### src/rtl/rxc_pkg.sv
package rxc_pkg;
  typedef enum logic [2:0] {
    ST_IDLE,
    ST_START,
    ST_DATA,
    ST_PAR,
    ST_STOP,
    ST_BREAK
  } rx_state_e;

  typedef struct packed {
    logic len8;
    logic par_en;
    logic par_odd;
  } rx_fmt_t;
endpackage

### src/rtl/rx_line_sync.sv
module rx_line_sync #(
  parameter int STAGES = 2
) (
  input  logic clk,
  input  logic rst_n,
  input  logic d,
  output logic q
);
  logic [STAGES-1:0] s;

  for (genvar i = 0; i < STAGES; i++) begin : g_stage
    if (i == 0) begin : g_first
      always_ff @(posedge clk or negedge rst_n)
        if (!rst_n) s[0] <= 1'b1;
        else        s[0] <= d;
    end else begin : g_next
      always_ff @(posedge clk or negedge rst_n)
        if (!rst_n) s[i] <= 1'b1;
        else        s[i] <= s[i-1];
    end
  end

  assign q = s[STAGES-1];
endmodule

### src/rtl/rx_frame_fsm.sv
module rx_frame_fsm
  import rxc_pkg::*;
#(
  parameter int OSR    = 16,
  parameter int DATA_W = 8
) (
  input  logic              clk,
  input  logic              rst_n,
  input  logic              tick,
  input  logic              rxs,
  input  rx_fmt_t           fmt,
  output logic              load,
  output logic [DATA_W-1:0] load_data,
  output logic              load_perr,
  output logic              load_ferr
);
  localparam int CW = (OSR > 2) ? $clog2(OSR) : 1;
  localparam int BW = $clog2(DATA_W + 1);
  localparam logic [CW-1:0] MID_LAST = CW'(OSR / 2 - 1);
  localparam logic [CW-1:0] SMP_LAST = CW'(OSR - 1);
  localparam logic [BW-1:0] LAST_LONG  = BW'(DATA_W - 1);
  localparam logic [BW-1:0] LAST_SHORT = BW'(DATA_W - 2);

  rx_state_e         state;
  logic [CW-1:0]     cnt;
  logic [BW-1:0]     bidx;
  logic [DATA_W-1:0] sr;
  logic              par_bit;
  logic              sample;
  logic [BW-1:0]     last_idx;

  assign sample   = tick && (cnt == SMP_LAST);
  assign last_idx = fmt.len8 ? LAST_LONG : LAST_SHORT;

  always_ff @(posedge clk or negedge rst_n) begin
    if (!rst_n) begin
      state   <= ST_IDLE;
      cnt     <= '0;
      bidx    <= '0;
      sr      <= '0;
      par_bit <= 1'b0;
    end else begin
      unique case (state)
        ST_IDLE: if (tick && !rxs) begin
          state <= ST_START;
          cnt   <= CW'(1);
        end
        ST_START: if (tick) begin
          if (cnt == MID_LAST) begin
            cnt <= '0;
            if (rxs) state <= ST_IDLE;
            else begin
              state <= ST_DATA;
              bidx  <= '0;
              sr    <= '0;
            end
          end else begin
            cnt <= cnt + 1'b1;
          end
        end
        ST_DATA: if (tick) begin
          cnt <= cnt + 1'b1;
          if (sample) begin
            sr   <= {rxs, sr[DATA_W-1:1]};
            bidx <= bidx + 1'b1;
            if (bidx == last_idx) state <= fmt.par_en ? ST_PAR : ST_STOP;
          end
        end
        ST_PAR: if (tick) begin
          cnt <= cnt + 1'b1;
          if (sample) begin
            par_bit <= rxs;
            state   <= ST_STOP;
          end
        end
        ST_STOP: if (tick) begin
          cnt <= cnt + 1'b1;
          if (sample) state <= rxs ? ST_IDLE : ST_BREAK;
        end
        ST_BREAK: if (tick && rxs) state <= ST_IDLE;
        default: state <= ST_IDLE;
      endcase
    end
  end

  always_comb begin
    load      = (state == ST_STOP) && sample;
    load_data = fmt.len8 ? sr : {1'b0, sr[DATA_W-1:1]};
    load_ferr = !rxs;
    load_perr = fmt.par_en && ((^load_data) ^ par_bit ^ fmt.par_odd);
  end

  a_r2_start_reject: assert property (@(posedge clk) disable iff (!rst_n)
    (state == ST_START && tick && cnt == MID_LAST && rxs) |=> state == ST_IDLE);

  a_r6_break_wait: assert property (@(posedge clk) disable iff (!rst_n)
    (state == ST_STOP && sample && !rxs) |=> state == ST_BREAK);

  a_r6_break_no_start: assert property (@(posedge clk) disable iff (!rst_n)
    (state == ST_BREAK && !rxs) |=> state != ST_START);

  a_r7_single_load: assert property (@(posedge clk) disable iff (!rst_n)
    load |=> !load);
endmodule

### src/rtl/rx_hold_buf.sv
module rx_hold_buf #(
  parameter int DATA_W = 8
) (
  input  logic              clk,
  input  logic              rst_n,
  input  logic              len8,
  input  logic              load,
  input  logic [DATA_W-1:0] load_data,
  input  logic              load_perr,
  input  logic              load_ferr,
  input  logic              ready,
  output logic              valid,
  output logic [DATA_W-1:0] data,
  output logic              ovr,
  output logic              perr,
  output logic              ferr,
  output logic              irq
);
  logic pop;
  logic still_full;

  assign pop        = valid && ready;
  assign still_full = valid && !pop;

  always_ff @(posedge clk or negedge rst_n) begin
    if (!rst_n) begin
      valid <= 1'b0;
      data  <= '0;
      ovr   <= 1'b0;
      perr  <= 1'b0;
      ferr  <= 1'b0;
      irq   <= 1'b0;
    end else if (load) begin
      valid <= 1'b1;
      data  <= load_data;
      ovr   <= still_full;
      perr  <= load_perr;
      ferr  <= load_ferr;
      irq   <= !still_full;
    end else begin
      irq <= 1'b0;
      if (pop) begin
        valid <= 1'b0;
        ovr   <= 1'b0;
        perr  <= 1'b0;
        ferr  <= 1'b0;
      end
    end
  end

  a_r8_pop_clears: assert property (@(posedge clk) disable iff (!rst_n)
    (valid && ready && !load) |=> (!valid && !ovr && !perr && !ferr));

  a_r9_irq_only_full: assert property (@(posedge clk) disable iff (!rst_n)
    irq |-> valid);

  a_r9_rise_pulses: assert property (@(posedge clk) disable iff (!rst_n)
    $rose(valid) |-> irq);

  a_r7_overrun_flag: assert property (@(posedge clk) disable iff (!rst_n)
    (load && valid && !ready) |=> ovr);

  a_r4_short_msb: assert property (@(posedge clk) disable iff (!rst_n)
    (load && !len8) |=> !data[DATA_W-1]);

  a_r10_hold_stable: assert property (@(posedge clk) disable iff (!rst_n)
    (valid && !ready && !load) |=> $stable(data));
endmodule

### src/rtl/uart_rx_channel.sv
module uart_rx_channel
  import rxc_pkg::*;
#(
  parameter int OSR         = 16,
  parameter int SYNC_STAGES = 2,
  parameter int DATA_W      = 8
) (
  input  logic              clk,
  input  logic              rst_n,
  input  logic              os_tick,
  input  logic              rxd,
  input  logic              cfg_len8,
  input  logic              cfg_par_en,
  input  logic              cfg_par_odd,
  output logic [DATA_W-1:0] rx_data,
  output logic              rx_valid,
  input  logic              rx_ready,
  output logic              rx_ovr_err,
  output logic              rx_par_err,
  output logic              rx_frm_err,
  output logic              rx_irq
);
  rx_fmt_t           fmt;
  logic              rxs;
  logic              load;
  logic [DATA_W-1:0] load_data;
  logic              load_perr;
  logic              load_ferr;

  assign fmt = '{len8: cfg_len8, par_en: cfg_par_en, par_odd: cfg_par_odd};

  rx_line_sync #(.STAGES(SYNC_STAGES)) u_sync (
    .clk(clk), .rst_n(rst_n), .d(rxd), .q(rxs)
  );

  rx_frame_fsm #(.OSR(OSR), .DATA_W(DATA_W)) u_fsm (
    .clk(clk), .rst_n(rst_n), .tick(os_tick), .rxs(rxs), .fmt(fmt),
    .load(load), .load_data(load_data), .load_perr(load_perr),
    .load_ferr(load_ferr)
  );

  rx_hold_buf #(.DATA_W(DATA_W)) u_buf (
    .clk(clk), .rst_n(rst_n), .len8(cfg_len8), .load(load),
    .load_data(load_data), .load_perr(load_perr), .load_ferr(load_ferr),
    .ready(rx_ready), .valid(rx_valid), .data(rx_data), .ovr(rx_ovr_err),
    .perr(rx_par_err), .ferr(rx_frm_err), .irq(rx_irq)
  );
endmodule

### config.mk
export PLATFORM = sky130hd
export DESIGN_NAME = uart_rx_channel
export DESIGN_NICKNAME = d
export VERILOG_FILES = /design/src/rtl/rxc_pkg.sv /design/src/rtl/rx_line_sync.sv /design/src/rtl/rx_frame_fsm.sv /design/src/rtl/rx_hold_buf.sv /design/src/rtl/uart_rx_channel.sv
export SDC_FILE = /design/constraint.sdc
export NUM_CORES = 1
export LEC_CHECK = 0
export BUFFER_PORTS_ARGS = -buffer_cell sky130_fd_sc_hd__buf_4
export CAP_MARGIN = 30
export CORE_MARGIN = 2
export CORE_UTILIZATION = 57
export CTS_CLUSTER_DIAMETER = 100
export DETAILED_ROUTE_END_ITERATION = 10
export GPL_TIMING_DRIVEN = 0
export HOLD_SLACK_MARGIN = 0.02
export MAX_ROUTING_LAYER = met4
export PLACE_DENSITY = 0.74
export SLEW_MARGIN = 20
export SYNTH_ARGS = -nofsm -noshare
export SYNTH_HDL_FRONTEND = slang
export SYNTH_SLANG_ARGS = --single-unit
### constraint.sdc
create_clock -name clk -period 2.1 [get_ports clk]
set_clock_uncertainty 0.05 [all_clocks]
set_input_delay 0.21 -clock clk [delete_from_list [all_inputs] [get_ports clk]]
set_output_delay 0.21 -clock clk [all_outputs]
set_load 0.005 [all_outputs]
; ---- After elaboration in Yosys (flattened, before gate mapping)
; Index checks and enable logic that the tools add are counted.
[classes]
eq_ne = 21
addsub = 2
bitwise_logic = 2
n_mux = 40
n_reduce_logical = 20
[op_table]
columns = op, count
row1 = $mux W8, 6
row2 = $mux W3, 13
row3 = $mux W4, 9
row4 = $pmux W3 S6, 1
row5 = $ne A2 B1 Y1 const B, 8
row6 = $pmux W8 S2, 1
row7 = $pmux W4 S3, 1
row8 = $reduce_and A11 Y1, 1
row9 = $ne A2 B2 Y1 const B, 5
row10 = $add A4 B1 Y4 const B, 2
row11 = $pmux W4 S2, 1
row12 = $reduce_xor A8 Y1, 1
row13 = $logic_and A1 B1 Y1, 7
row14 = $mux W1, 7
row15 = $eq A3 B2 Y1 const B, 2
row16 = $eq A3 B3 Y1 const B, 2
row17 = $reduce_and A6 Y1, 1
row18 = $eq A4 B3 Y1 const B, 1
row19 = $eq A4 B4 Y1, 1
row20 = $eq A4 B4 Y1 const B, 1
row21 = $reduce_and A4 Y1, 1
row22 = $reduce_bool A2 Y1, 2
row23 = $eq A3 B1 Y1 const B, 1
row24 = $logic_not A1 Y1, 3
row25 = 6 further kinds, 7
[totals]
in_bits = 8
word_cells = 98
output_inout_bits = 13
register_bits = 35

; ---- Logic depth before layout (Yosys ltp)
; Gate-level depths: netlist of the first run.
[depth]
word_depth = 6
ltp_mapped = 7
depth_no_buf = 6

; ---- Modules after synthesis
; Synthesis of the first run repeated with hierarchy kept, for this count alone.
[hier_totals]
hier_cells = 166
hier_area_um2 = 1821.7
[modules_own_cells]
columns = module, instances, cells_per_inst, area_each_um2
row1 = rx_frame_fsm, 1, 132, 1271.2
row2 = rx_hold_buf, 1, 32, 498.0
row3 = rx_line_sync, 1, 2, 52.6

; ---- Worst setup path after synthesis of the first run
; Ideal clock, no wire load.
[synth_timing]
path_type = reg-to-reg
from = register u_fsm.cnt[0]
to = register u_fsm.sr[7]
path_stages_with_launch = 6
arrival_ns = 1.624
t_required_ns = 1.929
path_slack_ns = 0.305
path_buffers = 1
period_less_slack_ns = 1.795
path_cell_list = dfrtp_1 > ha_1 > nand4_1 > a2111o_1 > buf_6 > a22o_1
[synth_via]
elab_chain_len = 4
elab_cells_between_ends = 6
[synth_lines]
columns = element, line_no
row1 = "start, declared", rx_frame_fsm.sv:25  ; logic [CW-1:0] cnt;
row2 = "start signal, assigned", rx_frame_fsm.sv:58  ; cnt <= cnt + 1'b1;
row3 = "start signal, assigned", rx_frame_fsm.sv:62  ; cnt <= cnt + 1'b1;
row4 = "start signal, assigned", rx_frame_fsm.sv:70  ; cnt <= cnt + 1'b1;
row5 = $eq A4 B4 Y1, rx_frame_fsm.sv:32  ; assign sample = tick && (cnt == SMP_LAST);
row6 = $logic_and A1 B1 Y1, rx_frame_fsm.sv:32
row7 = $ne A2 B1 Y1 (no source line), n/a
row8 = $reduce_and A6 Y1 (no source line) (*), n/a
row9 = "end signal, assigned", rx_frame_fsm.sv:64  ; sr <= {rxs, sr[DATA_W-1:1]};
row10 = "end, declared", rx_frame_fsm.sv:27  ; logic [DATA_W-1:0] sr;
; Every way passes the cells marked *; elsewhere a longest branch is shown, timed or not.
; A chain may end at the register's enable or synchronous reset.

; ---- Worst setup path in the final report of the first run
[layout_timing]
from = register u_fsm.cnt[0]
to = register u_fsm.bidx[3]
[layout_via]
elab_chain_len = 4
elab_cells_between_ends = 6
[layout_lines]
columns = element, line_no
row1 = $eq A4 B4 Y1, rx_frame_fsm.sv:32
row2 = $logic_and A1 B1 Y1, rx_frame_fsm.sv:32
row3 = $ne A2 B1 Y1 (no source line), n/a
row4 = $reduce_and A6 Y1 (no source line) (*), n/a
row5 = "end signal, assigned", rx_frame_fsm.sv:65  ; bidx <= bidx + 1'b1;
row6 = "end, declared", rx_frame_fsm.sv:26  ; logic [BW-1:0] bidx;
; Marked as above.

==> results of run 1 <==
==> metal layers <==
| layer | vias up | track usage (%) | share of wire [%] |
|---|---|---|---|
| li1 | 708 | - | - |
| met3 | 5 | 6.40 | 5.3 |
| met1 | 676 | 29.6 | 46 |
| met5 | - | - | 0 |
| met2 | 42 | 36.0 | 47 |
| met4 | 0 | 5.59 | 0.93 |
==> state kept, by name, summed over array words and instances, names as in the netlist, 3 cells and up <==
signal / cells
u_buf.data: 8
u_fsm.bidx: 4
u_fsm.cnt: 4
u_fsm.sr: 8
u_fsm.state: 3
==> metrics by stage <==
stage	total power [mW]	setup slack [ps]	util, %	std cells
5_1_grt	2.10	28.0	69.9	256
3_5_place_dp	1.49	48.4	66.4	246
3_3_place_gp	1.47	44.5	66.4	246
4_1_cts	1.97	25.1	69.8	256
2_1_floorplan	1.34	305	-	182
6_report	1.97	83.6	69.9	256
==> cell usage in the layout, fill, tap and decap left out, types with 3 or more instances in the layout <==
| cell | count |
|---|---|
| clkbuf_4 | 5 |
| xnor2_1 | 6 |
| nor2_1 | 12 |
| nor2b_1 | 4 |
| nand3_1 | 8 |
| nand2_1 | 17 |
| a21oi_1 | 5 |
| o21ai_0 | 3 |
| mux2i_1 | 11 |
| nor3_1 | 3 |
| buf_4 | 21 |
| a22o_1 | 10 |
| inv_1 | 5 |
| nand2b_1 | 3 |
| o31ai_1 | 5 |
| clkbuf_1 | 4 |
| o21ai_1 | 18 |
| dfrtp_1 | 32 |
==> worst max-delay path, delay by kind of cell, from the launching register on <==
family	cells	cell delay, ps
adder cells (fa/ha/maj)	1	220
buffers and inverters	1	180
AND/OR/NAND/NOR	2	350
AO/OA/AOI/OAI	2	680
flip-flops	1	430
==> cell type report <==
cell class	instances	area share [%]
Inverter	6	1.06
Tap cell	44	2.58
Sequential cell	35	41.2
Clock inverter	3	2.05
Clock buffer	5	1.76
Multi-Input combinational cell	132	40.8
Buffer	8	2.23
Timing Repair Buffer	23	8.32
==> how the worst max path moves through the flow <==
stage	slack [ps]	startpoint	cells after the start	to
after floorplan	310	u_fsm.cnt[0]$_DFFE_PN0P_	5	u_fsm.sr[7]$_DFFE_PN0P_
after global placement	40	u_fsm.cnt[0]$_DFFE_PN0P_	5	u_fsm.bidx[3]$_DFFE_PN0P_
after detailed placement	50	u_fsm.cnt[0]$_DFFE_PN0P_	5	u_fsm.sr[5]$_DFFE_PN0P_
after CTS	30	u_fsm.cnt[0]$_DFFE_PN0P_	5	u_fsm.bidx[3]$_DFFE_PN0P_
after global routing	30	u_fsm.cnt[0]$_DFFE_PN0P_	6	u_fsm.sr[1]$_DFFE_PN0P_
final	80	u_fsm.cnt[0]$_DFFE_PN0P_	6	u_fsm.bidx[3]$_DFFE_PN0P_
==> power by group through the flow <==
| stage | Combinational, mW | Sequential (mW) | Clock, mW |
|---|---|---|---|
| finish | 0.687 | 0.803 | 0.480 |
| global route | 0.776 | 0.807 | 0.520 |
| CTS | 0.691 | 0.795 | 0.486 |
| detailed placement | 0.685 | 0.808 | 0 |
| global placement | 0.664 | 0.802 | 0 |
| floorplan | 0.544 | 0.795 | 0 |
==> logic make-up (layout without fill, tap and decap cells) <==
group	after synthesis	after routing	share of synthesized area [%]
mux	13	13	7.28
fa+ha+maj	2	2	1.37
xor+xnor	9	9	5.08
flops	35	35	48.2
buf+inv	15	45	4.05
compound gates	50	50	18.3
simple gates	58	58	15.7
==> what timing repair did <==
item	in CTS	in global routing
setup buffers	0	1
hold buffers	2	0
setup endpoints to repair	0	10
resized for setup	0	1
endpoints found under the hold margin	34	0
==> run summary, run 1 <==
Vias in the first global route - 1,347
Peak Freq - 496 MHz
Ys async rst share - 100%
GP Congestion - 0.855
Status - completed
R2R Path End - u_fsm.bidx[3]$_DFFE_PN0P_
Max cap viols - 0
Post-route cell area - 0.00213 mm^2
HPWL after detailed placement - 2580 um
Syn_nets - 192
Slew headroom - 57.9%
Total I/O pin count - 21
Startpoint Class - register
Die extent in x - 60.6 um
Switching part of the total - 35.1%
Yosys warns - 0
Sum Neg Setup Slack - 0 ps
Library cells used by synthesis - 41
Tmin final - 2020 ps
Slowest-stage cell, CP - a2111o_1
Top-count cell post-synth - dfrtp_1
Yosys reg bits - 35
CTS tree - yes
Core ar. - 0.00305 mm^2
Syn Area/Cell - 10.0 um^2
Hold worst-path end - u_buf.perr$_DFFE_PN0P_
Initial Utilization - 59.7%
WL final - 3550 um
Inserted Clock Buffers - 5
Crit path required time - 2280 ps
Number of synthesized flops with an enable pin - 0
Chip height - 60.6 um
CTS Buffer Depth - 2
Main synth FF type - dfrtp_1
Path depth of the worst reg2reg path - 6
CP Capture Type - register
# fillers - 259
Placed inst area - 0.00203 mm^2
Detail Route Antenna Nets - 0
Root Driver - clkbuf_4
Layout cells sized above 1 - 18.4%
Total grt overflow - 0
Critical path fanouts, max - 10
Clock Power Share - 24.4%
Top cells by count, synth - dfrtp_1, o21ai_1, nand2_1
Combinational group share of total power - 34.9%
R2R setup slack - 80 ps
Leak Pwr - 0.994 nW
Drt pass-1 iters - 4
Fin. Hold Viols - 0
Max Slew Vio Count - 0
Fin crit share - 96.0%
RSZ-0062 raised after global routing - false
Yosys top cell area share - 45.3%
Final Setup Violations - 0
Largest net degree at the start of global routing - 36
Area of the mapped netlist - 0.00182 mm^2
Via/cell ratio - 5.59
VDD IR max - 0.842 mV
Worst Hold Class - in2reg
Port bufs - 20
Power Density - 923 mW/mm^2
Layout area overhead - 17.1%
Drt first-iter violations - 94
Gate Count Post-Synth - 182
Site row count - 20
Insertion delay to the later sink of the worst-skew pair - 330 ps
Sequential power share - 40.7%
Clock sink total - 35
Max incr delay on CP - 460 ps
CP Data Arrival Time - 2200 ps
Area of all sequential standard cells - 880 um^2
Crit path kind - reg2reg
H-tree depth - 2
P_sw - 0.691 mW
Cell taking the most area after synthesis - dfrtp_1
Reg clk slew, reported paths - 110 ps
HP Start - cfg_par_en
Worst Tran Pin Value - 630 ps
# DRC - 0
Proportion of synthesized chip area in sequential cells - 48.2%
WHS - 89.5 ps
Pint - 1.28 mW
Ant. Diodes - 0
Worst r2r src - u_fsm.cnt[0]$_DFFE_PN0P_
# nets final - 221
Global-route wire length before repair - 5960 um
Die Area - 0.00367 mm^2
Top post-synthesis cells by area - dfrtp_1, mux2i_1, o21ai_1
Antenna violations before repair - 0
Total GRT Usage - 22.9%
Hold Crit Depth - 3
Worst path cell trace - ha_1 -> and3b_1 -> nor3_1 -> a2111o_1 -> buf_6 -> a22o_1
Multi-input logic area - 871 um^2
Routed wire per std cell - 13.9 um
DR vias - 1,431
(Power assumes the default switching activity.)
==> run 2, diff against run 1 <==
--- a/config.mk
+++ b/config.mk
@@ -6,7 +6,6 @@
 export NUM_CORES = 1
 export LEC_CHECK = 0
 export BUFFER_PORTS_ARGS = -buffer_cell sky130_fd_sc_hd__buf_4
-export CAP_MARGIN = 30
 export CORE_MARGIN = 2
 export CORE_UTILIZATION = 57
 export CTS_CLUSTER_DIAMETER = 100
@@ -15,6 +14,7 @@
 export HOLD_SLACK_MARGIN = 0.02
 export MAX_ROUTING_LAYER = met4
 export PLACE_DENSITY = 0.74
+export REMOVE_ABC_BUFFERS = 1
 export SLEW_MARGIN = 20
 export SYNTH_ARGS = -nofsm -noshare
 export SYNTH_HDL_FRONTEND = slang
==> run summary, run 2 (synthesized netlist as in run 1, its figures left out) <==
Status - completed
Die extent in x - 60.6 um (unchanged)
Tmin final - 2020 ps (+5.14 ps)
Pre-CTS setup slack - -19.7 ps (-68.1 ps)
Most frequent cells in the layout - dfrtp_1, buf_4, o21ai_1
Ant. Diodes - 0 (unchanged)
Path depth of the worst reg2reg path - 5 (-1)
Critical path fanouts, max - 7 (-3)
Inserted Clock Buffers - 5 (unchanged)
CTS tree - yes
WL final - 3690 um (+3.9%)
Hold Crit Depth - 3 (unchanged)
Worst Tran Pin Value - 606 ps (-23.4 ps)
RSZ-0062 raised after global routing - false
R2R setup slack - 80 ps (about the same)
Peak Freq - 495 MHz (-0.25%)
Max Slew Vio Count - 0 (unchanged)
Crit path kind - reg2reg
Worst Hold Class - in2reg
Chip height - 60.6 um (unchanged)
Worst path cell trace - ha_1 -> and3b_1 -> nor3_2 -> a2111o_2 -> mux2_2
Most common cell after layout, fill and taps aside - dfrtp_1
Final worst setup slack - 78.5 ps (-5.14 ps)
Reg clk slew, reported paths - 110 ps (about the same)
Root Driver - clkbuf_4
Slew headroom - 59.4% (+1.6 points)
VDD IR max - 0.729 mV (-13%)
Largest net degree at the start of global routing - 36 (unchanged)
Total I/O pin count - 21 (unchanged)
DR vias - 1,501 (+4.9%)
Max incr delay on CP - 520 ps (+60 ps)
HPWL after detailed placement - 2450 um (-5.1%)
R2R Path End - u_fsm.bidx[0]$_DFFE_PN0P_
GP Congestion - 0.841 (-1.6%)
Leak Pwr - 0.965 nW (-2.9%)
Core ar. - 0.00305 mm^2 (unchanged)
Vias in the first global route - 1,303 (-3.3%)
Power Density - 878 mW/mm^2 (-4.9%)
CP Capture Type - register
CP Data Arrival Time - 2210 ps (about the same)
Startpoint Class - register
Hold worst-path end - u_buf.perr$_DFFE_PN0P_
Port bufs - 20 (unchanged)
Layout cells sized above 1 - 18.9% (+0.54 points)
Max cap viols - 0 (unchanged)
Fin. Hold Viols - 0 (unchanged)
Total GRT Usage - 22.5% (-0.43 points)
Drt first-iter violations - 92 (-2.1%)
Layout area overhead - 14.8%
CTS Buffer Depth - 2 (unchanged)
Drt pass-1 iters - 4 (unchanged)
Sum Neg Setup Slack - 0 ps (unchanged)
Antenna violations before repair - 0 (unchanged)
Site row count - 20 (unchanged)
Top Registers - u_buf.data x8, u_fsm.sr x8
Worst r2r src - u_fsm.cnt[0]$_DFFE_PN0P_
Global-route wire length before repair - 5760 um (-3.4%)
Slowest-stage cell, CP - a2111o_2
Routed wire per std cell - 14.8 um (+6.3%)
Total grt overflow - 0 (unchanged)
Detail Route Antenna Nets - 0 (unchanged)
HP Start - cfg_par_en
Die Area - 0.00367 mm^2 (unchanged)
Insertion delay to the later sink of the worst-skew pair - 340 ps (about the same)
Fin crit share - 96.3% (+0.24 points)
Clock sink total - 35 (unchanged)
# nets final - 215 (-2.7%)
Crit path required time - 2290 ps (about the same)
# DRC - 0 (unchanged)
Final Setup Violations - 0 (unchanged)
Initial Utilization - 59.7% (unchanged)
Via/cell ratio - 6.00 (+7.4%)
H-tree depth - 2 (unchanged)
==> run 2: layout make-up <==
type / instances / area (um^2)
fillers: 254 / 961
repair buffers: 24 / 185
clock buffers: 6 / 41.3
flip-flops and latches: 35 / 880
inverters: 6 / 22.5
multi-input cells: 133 / 896
well taps: 44 / 55.1
clock inverters: 2 / 12.5
==> run 2: metal layers <==
layer  global-route usage (%)  routed length (um)  vias up
met3                     7.04                 205        6
li1                         -                   -      711
met4                     9.32                  56        0
met2                     34.0                1790       45
met5                        -                   0        -
met1                     28.1                1640      739
==> run 2: per-stage QoR <==
| stage | instances | area (um^2) | total power, mW | hold WS [ps] | util (%) |
|---|---|---|---|---|---|
| 3_5_place_dp | 237 | 1980 | 1.44 | 130 | 64.8 |
| 4_1_cts | 247 | 2050 | 1.79 | 65.3 | 67.3 |
| 6_report | 250 | 2090 | 1.84 | 66.0 | 68.5 |
| 3_3_place_gp | 237 | 1980 | 1.40 | 124 | 64.8 |
| 5_1_grt | 250 | 2090 | 1.96 | 64.5 | 68.5 |
| 2_1_floorplan | 173 | 1770 | 1.28 | -136 | - |
==> run 2: how the worst max path moves through the flow <==
| stage | startpoint | end | slack, ps |
|---|---|---|---|
| after floorplan | u_fsm.state[0]$_DFFE_PN0P_ | u_fsm.bidx[0]$_DFFE_PN0P_ | 260 |
| after global placement | u_fsm.cnt[0]$_DFFE_PN0P_ | u_fsm.bidx[0]$_DFFE_PN0P_ | 40 |
| after detailed placement | u_fsm.cnt[0]$_DFFE_PN0P_ | u_fsm.bidx[0]$_DFFE_PN0P_ | -20 |
| after CTS | u_fsm.cnt[0]$_DFFE_PN0P_ | u_fsm.bidx[0]$_DFFE_PN0P_ | 5 |
| after global routing | u_fsm.cnt[0]$_DFFE_PN0P_ | u_fsm.bidx[0]$_DFFE_PN0P_ | 20 |
| final | u_fsm.cnt[0]$_DFFE_PN0P_ | u_fsm.bidx[0]$_DFFE_PN0P_ | 80 |
==> run 2: critical path: cells and delay by family, from the launching register on <==
family	cells	cell delay (ps)
compound gates	1	520
flops	1	450
simple gates	2	370
mux	1	290
fa+ha+maj	1	240
==> run 2: repair_timing <==
| item | in CTS | in global routing |
|---|---|---|
| cloned | 0 | 1 |
| buffers inserted | 0 | 2 |
| hold buffers | 2 | 0 |
| endpoints found under the setup margin | 3 | 16 |
| hold endpoints to repair | 34 | 0 |
| pin swaps | 0 | 2 |
| resized for setup | 2 | 3 |
==> run 2: report_power, final <==
part	leakage (nW)	internal [mW]	switching, mW
logic	0.465	0.258	0.353
registers	0.472	0.739	0.133
clock network	0.0282	0.129	0.224
total	0.965	1.13	0.710
==> run 3, diff against run 2 <==
--- a/config.mk
+++ b/config.mk
@@ -5,11 +5,11 @@
 export SDC_FILE = /design/constraint.sdc
 export NUM_CORES = 1
 export LEC_CHECK = 0
-export BUFFER_PORTS_ARGS = -buffer_cell sky130_fd_sc_hd__buf_4
 export CORE_MARGIN = 2
-export CORE_UTILIZATION = 57
+export CORE_UTILIZATION = 62
 export CTS_CLUSTER_DIAMETER = 100
 export DETAILED_ROUTE_END_ITERATION = 10
+export DONT_BUFFER_PORTS = 1
 export GPL_TIMING_DRIVEN = 0
 export HOLD_SLACK_MARGIN = 0.02
 export MAX_ROUTING_LAYER = met4
==> run summary, run 3 (synthesized netlist as in run 1, its figures left out) <==
Status - completed
Antenna violations before repair - 0 (unchanged)
CP Buf/Inv Count - 0 (unchanged)
Inserted Clock Buffers - 5 (unchanged)
Site row count - 19 (-5.0%)
Slew headroom - 52.6% (-6.8 points)
P_sw - 0.691 mW (-2.7%)
Critical path startpoint - u_fsm.state[1]$_DFFE_PN0P_
Critical path depth - 4 (-1)
Multi-input logic area - 891 um^2 (-0.56%)
Layout area overhead - 8.85%
Vias in the first global route - 1,369 (+5.1%)
Tot Pwr - 1.84 mW (+0.28%)
Fin cells - 221 (-12%)
Worst r2r src - u_fsm.state[1]$_DFFE_PN0P_
Worst Tran Pin Value - 708 ps (+102 ps)
Fin crit share - 95.0% (-1.3 points)
Path depth of the worst reg2reg path - 4 (-1)
VDD IR max - 1.09 mV (+50%)
Max Slew Vio Count - 0 (unchanged)
Initial Utilization - 65.5% (+5.8 points)
Total I/O pin count - 21 (unchanged)
Total grt overflow - 0 (unchanged)
Die extent in x - 58.2 um (-3.8%)
Clock sink total - 35 (unchanged)
Startpoint Class - register
CP Data Arrival Time - 2180 ps (-30 ps)
Drt pass-1 iters - 4 (unchanged)
Largest net degree at the start of global routing - 36 (unchanged)
Reg clk slew, reported paths - 100 ps (about the same)
Worst Hold Class - in2reg
CTS Buffer Depth - 2 (unchanged)
Hold Crit Depth - 3 (unchanged)
Layout cells sized above 1 - 10.5% (-8.4 points)
Root Driver - clkbuf_4
Clock Power Share - 19.9% (+0.7 points)
R2R setup slack - 110 ps (+30 ps)
Combinational group share of total power - 33.1% (-0.2 points)
DR vias - 1,414 (-5.8%)
Peak Freq - 501 MHz (+1.3%)
Most frequent cells in the layout - dfrtp_1, o21ai_1, nand2_1
Final Setup Violations - 0 (unchanged)
# fillers - 211 (-17%)
Switching part of the total - 37.5% (-1.1 points)
WL final - 3720 um (+0.87%)
Tmin final - 1990 ps (-26.8 ps)
Dpl cells - 204 (-14%)
RSZ-0062 raised after global routing - false
Max incr delay on CP - 540 ps (+20 ps)
Chip height - 58.2 um (-3.8%)
# nets final - 200 (-7.0%)
CP top delay family - compound AO/OA/AOI/OAI gates
Worst path cell trace - nand2b_1 -> o21ba_1 -> a2111o_2 -> mux2_2
Fin. Hold Viols - 0 (unchanged)
Crit path kind - reg2reg
Crit path required time - 2290 ps (about the same)
H-tree depth - 2 (unchanged)
Placed inst area - 0.00181 mm^2 (-8.4%)
Area of all sequential standard cells - 881 um^2 (+0.14%)
Post-route cell area - 0.00198 mm^2 (-5.1%)
Die Area - 0.00339 mm^2 (-7.5%)
Global-route wire length before repair - 6110 um (+6.0%)
Via/cell ratio - 6.40 (+6.6%)
Pint - 1.15 mW (+2.1%)
CP Capture Type - register
Power Density - 928 mW/mm^2 (+5.7%)
HP Start - rx_ready
Top Registers - u_buf.data x8, u_fsm.sr x8
GP Congestion - 0.783 (-6.9%)
Drt first-iter violations - 68 (-26%)
Detail Route Antenna Nets - 0 (unchanged)
Core ar. - 0.00278 mm^2 (-8.9%)
Critical path fanouts, max - 11 (+4)
HPWL after detailed placement - 2370 um (-3.3%)
WHS - 36.6 ps (-29.4 ps)
Insertion delay to the later sink of the worst-skew pair - 340 ps (about the same)
Ant. Diodes - 0 (unchanged)
Sequential power share - 47.0% (-0.5 points)
Slowest-stage cell, CP - a2111o_2
Max cap viols - 0 (unchanged)
Util after Layout - 71.3% (+2.8 points)
Total GRT Usage - 25.4% (+2.9 points)
Most common cell after layout, fill and taps aside - dfrtp_1
CTS tree - yes
Routed wire per std cell - 16.8 um (+14%)
# DRC - 0 (unchanged)
Leak Pwr - 0.889 nW (-7.9%)
Port bufs - 0 (-100%)
run 3: power by group through the flow:
| stage | sequential, mW | clock (mW) | combinational (mW) |
|---|---|---|---|
| after floorplan | 0.839 | 0 | 0.440 |
| after global placement | 0.863 | 0 | 0.509 |
| after detailed placement | 0.870 | 0 | 0.535 |
| after CTS | 0.858 | 0.383 | 0.574 |
| after global routing | 0.884 | 0.400 | 0.683 |
| final | 0.864 | 0.367 | 0.610 |
run 3: worst min-delay path, delay by kind of cell:
kind | cells | cell delay [ps]
AO/OA/AOI/OAI | 1 | 80
AND/OR/NAND/NOR | 2 | 100
run 3: per-layer routing:
| layer | vias to the layer above | wire, um | global-route usage (%) |
|---|---|---|---|
| li1 | 672 | - | - |
| met1 | 689 | 1630 | 30.8 |
| met2 | 44 | 1820 | 39.3 |
| met3 | 9 | 193 | 6.47 |
| met4 | 0 | 78 | 12.6 |
| met5 | - | 0 | - |
run 3: final cells by class:
type                            count  share of cell area [%]
Multi-Input combinational cell    133                    44.9
Clock buffer                        6                    2.59
Tap cell                           31                    1.95
Inverter                            6                    1.13
Timing Repair Buffer                9                    4.79
Clock inverter                      1                   0.252
Sequential cell                    35                    44.4
run 3: path summary, 6_finish.rpt:
path / endpoint
worst max-delay path: u_fsm.bidx[0]$_DFFE_PN0P_
worst min-delay path: u_buf.ovr$_DFFE_PN0P_
worst max register to register: u_fsm.bidx[0]$_DFFE_PN0P_
worst min register to register: u_sync.q$_DFF_PN1_
max in group asynchronous: u_sync.q$_DFF_PN1_
min in group asynchronous: u_fsm.state[2]$_DFFE_PN0P_
run 3: stage by stage:
step,setup WS (ps),TNS (ps)
2_1_floorplan,262,0
3_5_place_dp,-13.1,-21.7
5_1_grt,4.77,0
6_report,105,0
4_1_cts,41.3,0
3_3_place_gp,18.3,0
run 3: repair_timing:
item,CTS,global route
setup buffers,0,2
hold buffers,7,0
endpoints found under the setup margin,19,25
gates resized for setup,3,2
cloned,0,1
pin swaps,0,2
endpoints found under the hold margin,49,0
